<file path="config.mk">
export PLATFORM = sky130hd
export DESIGN_NAME = gpio_irq_ctrl
export DESIGN_NICKNAME = d
export VERILOG_FILES = /design/src/rtl/gpio_irq_pkg.sv /design/src/rtl/gpio_sync.sv /design/src/rtl/gpio_line_cell.sv /design/src/rtl/gpio_parent_map.sv /design/src/rtl/gpio_irq_ctrl.sv
export SDC_FILE = /design/constraint.sdc
export NUM_CORES = 1
export LEC_CHECK = 0
export BUFFER_PORTS_ARGS = -buffer_cell sky130_fd_sc_hd__buf_2
export CORE_ASPECT_RATIO = 1.4
export CORE_MARGIN = 8
export CORE_UTILIZATION = 45
export DETAILED_ROUTE_END_ITERATION = 6
export GPL_ROUTABILITY_DRIVEN = 0
export GPL_TIMING_DRIVEN = 0
export PLACE_DENSITY = 0.68
export SYNTH_ARGS = -nofsm -noshare
export SYNTH_HDL_FRONTEND = slang
export SYNTH_SLANG_ARGS = --single-unit
</file>
<file path="constraint.sdc">
create_clock -name clk -period 2.75 [get_ports clk]
set_input_delay 0 -clock clk [delete_from_list [all_inputs] [get_ports clk]]
set_output_delay 0 -clock clk [all_outputs]
set_load 0.005 [all_outputs]
</file>
<file path="src/rtl/gpio_irq_pkg.sv">
package gpio_irq_pkg;
   localparam int REG_ADDR_W = 5;
   localparam logic [REG_ADDR_W-1:0] OFF_DOUT   = 5'h00;
   localparam logic [REG_ADDR_W-1:0] OFF_DIR    = 5'h04;
   localparam logic [REG_ADDR_W-1:0] OFF_PINS   = 5'h08;
   localparam logic [REG_ADDR_W-1:0] OFF_STAT   = 5'h0C;
   localparam logic [REG_ADDR_W-1:0] OFF_STY_LO = 5'h10;
   localparam logic [REG_ADDR_W-1:0] OFF_STY_HI = 5'h14;

   localparam int STYLE_W = 3;

   typedef enum logic [STYLE_W-1:0] {
      STY_HIGH = 3'd0,
      STY_LOW  = 3'd1,
      STY_RISE = 3'd2,
      STY_FALL = 3'd3,
      STY_ANY  = 3'd4
   } style_e;

   localparam int PIRQ_LINE0      = 6;
   localparam int PIRQ_LINE1      = 7;
   localparam int PIRQ_BLOCK_OFS  = 17;
   localparam int PIRQ_BLOCK_LAST = 12;

   // parent input index for a line, -1 when the line has none
   function automatic int parent_index(input int line);
      if (line == 0) return PIRQ_LINE0;
      if (line == 1) return PIRQ_LINE1;
      if (line >= 2 && line <= PIRQ_BLOCK_LAST) return line + PIRQ_BLOCK_OFS;
      return -1;
   endfunction
endpackage

</file>
<file path="src/rtl/gpio_sync.sv">
module gpio_sync #(
   parameter int W      = 16,
   parameter int STAGES = 2
) (
   input  logic         clk,
   input  logic         rst_n,
   input  logic [W-1:0] d,
   output logic [W-1:0] q
);
   generate
      if (STAGES < 2) begin : g_bad_stages
         $error("gpio_sync needs at least two stages");
      end
   endgenerate

   logic [STAGES-1:0][W-1:0] chain_q;

   always_ff @(posedge clk or negedge rst_n) begin
      if (!rst_n) begin
         chain_q <= '0;
      end else begin
         chain_q[0] <= d;
         for (int s = 1; s < STAGES; s++) chain_q[s] <= chain_q[s-1];
      end
   end

   assign q = chain_q[STAGES-1];
endmodule

</file>
<file path="src/rtl/gpio_line_cell.sv">
module gpio_line_cell
   import gpio_irq_pkg::*;
(
   input  logic               clk,
   input  logic               rst_n,
   input  logic               pin_sync,
   input  logic               style_we,
   input  logic [STYLE_W-1:0] style_wd,
   input  logic               clr,
   output logic [STYLE_W-1:0] style_q,
   output logic               status_q
);
   logic prev_q;
   logic hit;

   always_ff @(posedge clk or negedge rst_n) begin
      if (!rst_n) begin
         prev_q   <= 1'b0;
         style_q  <= '0;
         status_q <= 1'b0;
      end else begin
         prev_q   <= pin_sync;
         if (style_we) style_q <= style_wd;
         status_q <= (status_q & ~clr) | hit;
      end
   end

   always_comb begin
      case (style_e'(style_q))
         STY_HIGH: hit = pin_sync;
         STY_LOW:  hit = ~pin_sync;
         STY_RISE: hit = pin_sync & ~prev_q;
         STY_FALL: hit = ~pin_sync & prev_q;
         STY_ANY:  hit = pin_sync ^ prev_q;
         default:  hit = 1'b0;
      endcase
   end


   level_high_chk: assert property (@(posedge clk) disable iff (!rst_n)
      (style_q == 3'd0 && pin_sync && !style_we) |=> status_q);

   reserved_quiet_chk: assert property (@(posedge clk) disable iff (!rst_n)
      (style_q > 3'd4 && clr) |=> !status_q);

   clear_chk: assert property (@(posedge clk) disable iff (!rst_n)
      (clr && !hit) |=> !status_q);

   set_wins_chk: assert property (@(posedge clk) disable iff (!rst_n)
      (clr && hit) |=> status_q);
endmodule

</file>
<file path="src/rtl/gpio_parent_map.sv">
module gpio_parent_map
   import gpio_irq_pkg::*;
#(
   parameter int NUM_LINES = 16,
   parameter int PARENT_W  = 32
) (
   input  logic [NUM_LINES-1:0] status,
   output logic [PARENT_W-1:0]  parent_irq
);
   generate
      if (PARENT_W <= PIRQ_BLOCK_LAST + PIRQ_BLOCK_OFS) begin : g_bad_width
         $error("parent interrupt vector too narrow for the line map");
      end
   endgenerate

   always_comb begin
      parent_irq = '0;
      for (int l = 0; l < NUM_LINES; l++) begin
         if (parent_index(l) >= 0) parent_irq[parent_index(l)] = status[l];
      end
   end
endmodule

</file>
<file path="src/rtl/gpio_irq_ctrl.sv">
module gpio_irq_ctrl
   import gpio_irq_pkg::*;
#(
   parameter int NUM_LINES     = 16,
   parameter int DATA_W        = 32,
   parameter int LINES_PER_REG = 8,
   parameter int SYNC_STAGES   = 2,
   parameter int PARENT_W      = 32
) (
   input  logic                  clk,
   input  logic                  rst_n,
   input  logic                  wr_en,
   input  logic [REG_ADDR_W-1:0] wr_addr,
   input  logic [DATA_W-1:0]     wr_data,
   input  logic [REG_ADDR_W-1:0] rd_addr,
   output logic [DATA_W-1:0]     rd_data,
   input  logic [NUM_LINES-1:0]  pin_in,
   output logic [NUM_LINES-1:0]  pin_out,
   output logic [NUM_LINES-1:0]  pin_oe,
   output logic [PARENT_W-1:0]   parent_irq
);
   localparam int STY_BITS = LINES_PER_REG * STYLE_W;

   generate
      if (STY_BITS > DATA_W) begin : g_bad_pack
         $error("style fields do not fit one register");
      end
      if (NUM_LINES > 2 * LINES_PER_REG || NUM_LINES > DATA_W) begin : g_bad_lines
         $error("too many lines for two style registers");
      end
   endgenerate

   logic [NUM_LINES-1:0]              dout_q;
   logic [NUM_LINES-1:0]              dir_q;
   logic [NUM_LINES-1:0]              pin_sync;
   logic [NUM_LINES-1:0]              status_q;
   logic [NUM_LINES-1:0][STYLE_W-1:0] style_q;
   logic [NUM_LINES-1:0]              clr_bits;
   logic [DATA_W-1:0]                 sty_lo, sty_hi;
   logic                              unused_wdata;

   assign unused_wdata = ^wr_data;

   always_ff @(posedge clk or negedge rst_n) begin
      if (!rst_n) begin
         dout_q <= '0;
         dir_q  <= '1;
      end else if (wr_en) begin
         if (wr_addr == OFF_DOUT) dout_q <= wr_data[NUM_LINES-1:0];
         if (wr_addr == OFF_DIR)  dir_q  <= wr_data[NUM_LINES-1:0];
      end
   end

   assign pin_out  = dout_q;
   assign pin_oe   = ~dir_q;
   assign clr_bits = (wr_en && wr_addr == OFF_STAT) ? wr_data[NUM_LINES-1:0] : '0;

   gpio_sync #(.W(NUM_LINES), .STAGES(SYNC_STAGES)) u_sync (
      .clk   (clk),
      .rst_n (rst_n),
      .d     (pin_in),
      .q     (pin_sync)
   );

   generate
      for (genvar i = 0; i < NUM_LINES; i++) begin : g_line
         localparam int FIELD = i % LINES_PER_REG;
         localparam logic [REG_ADDR_W-1:0] STY_OFF =
            (i < LINES_PER_REG) ? OFF_STY_LO : OFF_STY_HI;
         gpio_line_cell u_cell (
            .clk      (clk),
            .rst_n    (rst_n),
            .pin_sync (pin_sync[i]),
            .style_we (wr_en && wr_addr == STY_OFF),
            .style_wd (wr_data[FIELD*STYLE_W +: STYLE_W]),
            .clr      (clr_bits[i]),
            .style_q  (style_q[i]),
            .status_q (status_q[i])
         );
      end
   endgenerate

   always_comb begin
      sty_lo = '0;
      sty_hi = '0;
      for (int i = 0; i < NUM_LINES; i++) begin
         if (i < LINES_PER_REG) sty_lo[i*STYLE_W +: STYLE_W] = style_q[i];
         else sty_hi[(i-LINES_PER_REG)*STYLE_W +: STYLE_W] = style_q[i];
      end
   end

   always_comb begin
      rd_data = '0;
      case (rd_addr)
         OFF_DOUT:   rd_data[NUM_LINES-1:0] = dout_q;
         OFF_DIR:    rd_data[NUM_LINES-1:0] = dir_q;
         OFF_PINS:   rd_data[NUM_LINES-1:0] = pin_sync;
         OFF_STAT:   rd_data[NUM_LINES-1:0] = status_q;
         OFF_STY_LO: rd_data = sty_lo;
         OFF_STY_HI: rd_data = sty_hi;
         default:    rd_data = '0;
      endcase
   end

   gpio_parent_map #(.NUM_LINES(NUM_LINES), .PARENT_W(PARENT_W)) u_map (
      .status     (status_q),
      .parent_irq (parent_irq)
   );


   parent_subset_chk: assert property (@(posedge clk) disable iff (!rst_n)
      $countones(parent_irq) <= $countones(status_q));

   drive_follows_dir_chk: assert property (@(posedge clk) disable iff (!rst_n)
      (wr_en && wr_addr == OFF_DIR) |=> (pin_oe == ~$past(wr_data[NUM_LINES-1:0])));
endmodule

</file>
==> summary.txt <==
Floorplanning
  • Die area: ~20,000 sq um
  • Die Ht: 165 um
  • # IOs: 157
  • Core area: 15,600 sq um
  • Starting Density: between 40% and 50%
  • # rows: 54
  • Die Wd: around 120 um

Critical path
  • Delay-heaviest family, CP: buffers and inverters
  • Top cell by count, worst path: buf_2
  • Slowest cell on crit path: clkbuf_1
  • Worst setup SP type: input pin
  • Worst setup EP type: output pin
  • Crit-path max cell delay: 430 ps
  • Worst EP required: between 2000 and 3000 ps
  • Cells along the critical path: buf_2, nor2b_1, clkbuf_1, and3_1, buf_2, nand2_1, o221ai_1, buf_2
  • WP data arrival: 1740 ps
  • Max FO, Critical Path: 10
  • Bufs and invs on worst path: 4
  • Critical path class: in2out

Yosys
  • Main combinational cell family by area after synthesis: multiplexers
  • Ranking of synthesized cells by area: dfrtp_1, mux2_2, dfstp_2, ha_1, mux2i_1
  • Adder-cell area share of the yosys netlist: 5.58%
  • Post-Syn Area per Cell: 12.0 sq um
  • Synth Area in Compound Gates: 9.91%
  • Async SR Flop Fraction: between 90% and 100%
  • Mapped Area: between 7000 and 8000 sq um
  • Ys Warns: 0
  • Commonest cells in the netlist: dfrtp_1, mux2_2, inv_1, buf_4, mux2i_1
  • Simple-gate area share of the yosys netlist: 6.28%
  • XOR/XNOR share of the synthesized area: between 1 and 1.5%
  • Post-Syn Instances: 597
  • Most numerous cell in the Yosys netlist: dfrtp_1
  • Area leader, netlist: dfrtp_1
  • EDFF count, synth: 0
  • Most used DFF post-synth: dfrtp_1
  • Post-synth top area share: 44.7%
  • Yosys cell types: 36
  • Yosys reg bits: 144
  • Seq/Total Area, Yosys: 50.5%
  • Share of synthesized area spent on multiplexers: 18.0%

Layout
  • Layout Area Growth over Synthesis: 28.1%
  • Fin area: 9180 sq um
  • Nets: 898
  • Final core utilization: 58.8%
  • Fraction of layout cells with a size suffix above 1: ~38%
  • Antenna cells: 0

Clocking
  • Post-CTS sizing: 0
  • Total CTS buffers: 17
  • H-Tree Level Count: 4
  • TritonCTS clock tree: yes
  • Skew-Pair Late Insertion Delay: 420 ps
  • Clock root buffer: clkbuf_16
  • CTS clk-pin slew, worst paths: 60 ps
  • Clock Path Buffers: 2
  • CTS sink count: 144

GRT
  • Total GRT Usage: 20.5%
  • Antenna violations before repair: 0
  • First-pass GRT wire length: 31.6 mm
  • Pin count of the biggest net entering global routing: 87
  • GRT overflow: 0
  • Vias in the first global route: 5,778

Route
  • Initial drt markers: 269
  • Vias per inst: 5.35
  • DR WL/cell: 20.1 um
  • ANT nets after route: 0
  • Total Wirelength: about 20 mm
  • # DRC: 0
  • Drt pass-1 iters: 5
  • Overall via count from detail_route: approximately 5,400

Placement
  • Placed Area: 8150 sq um
  • I/O Buffers: between 100 and 150
  • Place WS: 1030 ps
  • HPWL Detailed: 14.6 mm

STA
  • Unrepaired setup endpoints after global routing: no
  • Min Clock Period, post-route: about 1700 ps
  • Max-slew violations: 0
  • Rel. slew slack: 61.4%
  • Fin. Hold Viols: 0
  • Achievable Freq: between 500 and 600 MHz
  • Clock skew: slightly below 10 ps
  • Post-route setup slack: roughly 1000 ps
  • Setup violations, final: 0
  • Worst-Margin Slew: slightly below 600 ps
  • Ratio of final minimum period to clock period: 63.2%

Hold path
  • Worst min path class: in2async

Power
  • PD cells: 669 nW/um^2
  • Leak: 4.48 nW
  • Worst ir drop on vdd: around 0.37 mV

Run
  • Maxcap violations: 0

Run status
  • Outcome: finished clean
## kinds of logic (layout without fill, tap and decap cells)
logic type / Yosys count / after routing
muxes: 119 / 119
DFF: 144 / 144
xor gates and xnor gates: 12 / 12
AOI/OAI and AO/OA: 92 / 92
other: 1 / 27
buffers and inverters: 108 / 303
adders and majority gates: 32 / 32
and+or+nand+nor: 89 / 89
## per-layer routing
| metal | share of wire [%] | track usage (%) | vias up |
|---|---|---|---|
| li1 | - | - | 2464 |
| met1 | 38 | 22.9 | 2710 |
| met2 | 52 | 36.3 | 210 |
| met3 | 6.5 | 4.25 | 39 |
| met4 | 3.1 | 10.2 | 0 |
| met5 | 0 | 0 | - |
## registers in the layout (all words and copies together), names as in the netlist
signal	flops
g_line.u_cell.style_q	48
g_line.u_cell.prev_q	16
g_line.u_cell.status_q	16
pin_out	16
dir_q	16
u_sync.q	16
u_sync.chain_q	16
## power breakdown
group,leakage (nW),switching [mW],internal [mW]
combinational,2.50,0.423,0.545
clock,0.294,0.911,1.52
sequential,1.69,0.316,2.43
## cell type report
class	instances	area [sq um]
clock buffer	19	433
sequential	144	3620
timing repair buffer	163	1050
fill	1286	6420
buffer	59	402
inverter	49	184
clock inverter	13	188
tap	196	245
multi-input combinational	371	3060
## final timing paths
kind	from	cells past startpoint	slack [ps]	endpoint
setup / recovery	rd_addr[3]	8	1010	rd_data[14]
hold / removal	rst_n	2	120	u_sync.chain_q[4]
setup reg to reg	u_sync.q[11]	3	1340	g_line[11].u_cell.status_q
hold reg to reg	u_sync.chain_q[13]	0	350	u_sync.q[13]
max in group asynchronous	rst_n	3	1780	dir_q[15]
min in group clk	pin_in[6]	2	210	u_sync.chain_q[6]
## cells in the final DEF, fill, tap and decap left out, types with 12 or more instances in the layout
cell           count
inv_1             49
nand2_1           31
o21ai_0           12
mux2i_1           39
dlygate4sd3_1     41
ha_1              32
clkbuf_16         17
dfrtp_1          128
buf_4             44
mux2_2            80
dfstp_2           16
a221o_1           12
a22o_1            15
nor2_1            28
a211o_1           15
conb_1            27
buf_2            132
## stage by stage
| step | hold slack, ps | TNS, ps | power [mW] | instances |
|---|---|---|---|---|
| floorplan | -296 | 0 | 3.26 | 623 |
| global placement | 107 | -39660 | 3.61 | 940 |
| detailed placement | 14.1 | 0 | 3.69 | 941 |
| CTS | 135 | 0 | 6.17 | 1014 |
| global route | 161 | 0 | 6.39 | 1014 |
| finish | 119 | 0 | 6.14 | 1014 |
## timing repair
item / CTS / global route
hold endpoints to repair: 170 / 0
setup buffers: 0 / 0
hold buffers: 41 / 0
Power figures use the tool's default switching activity.
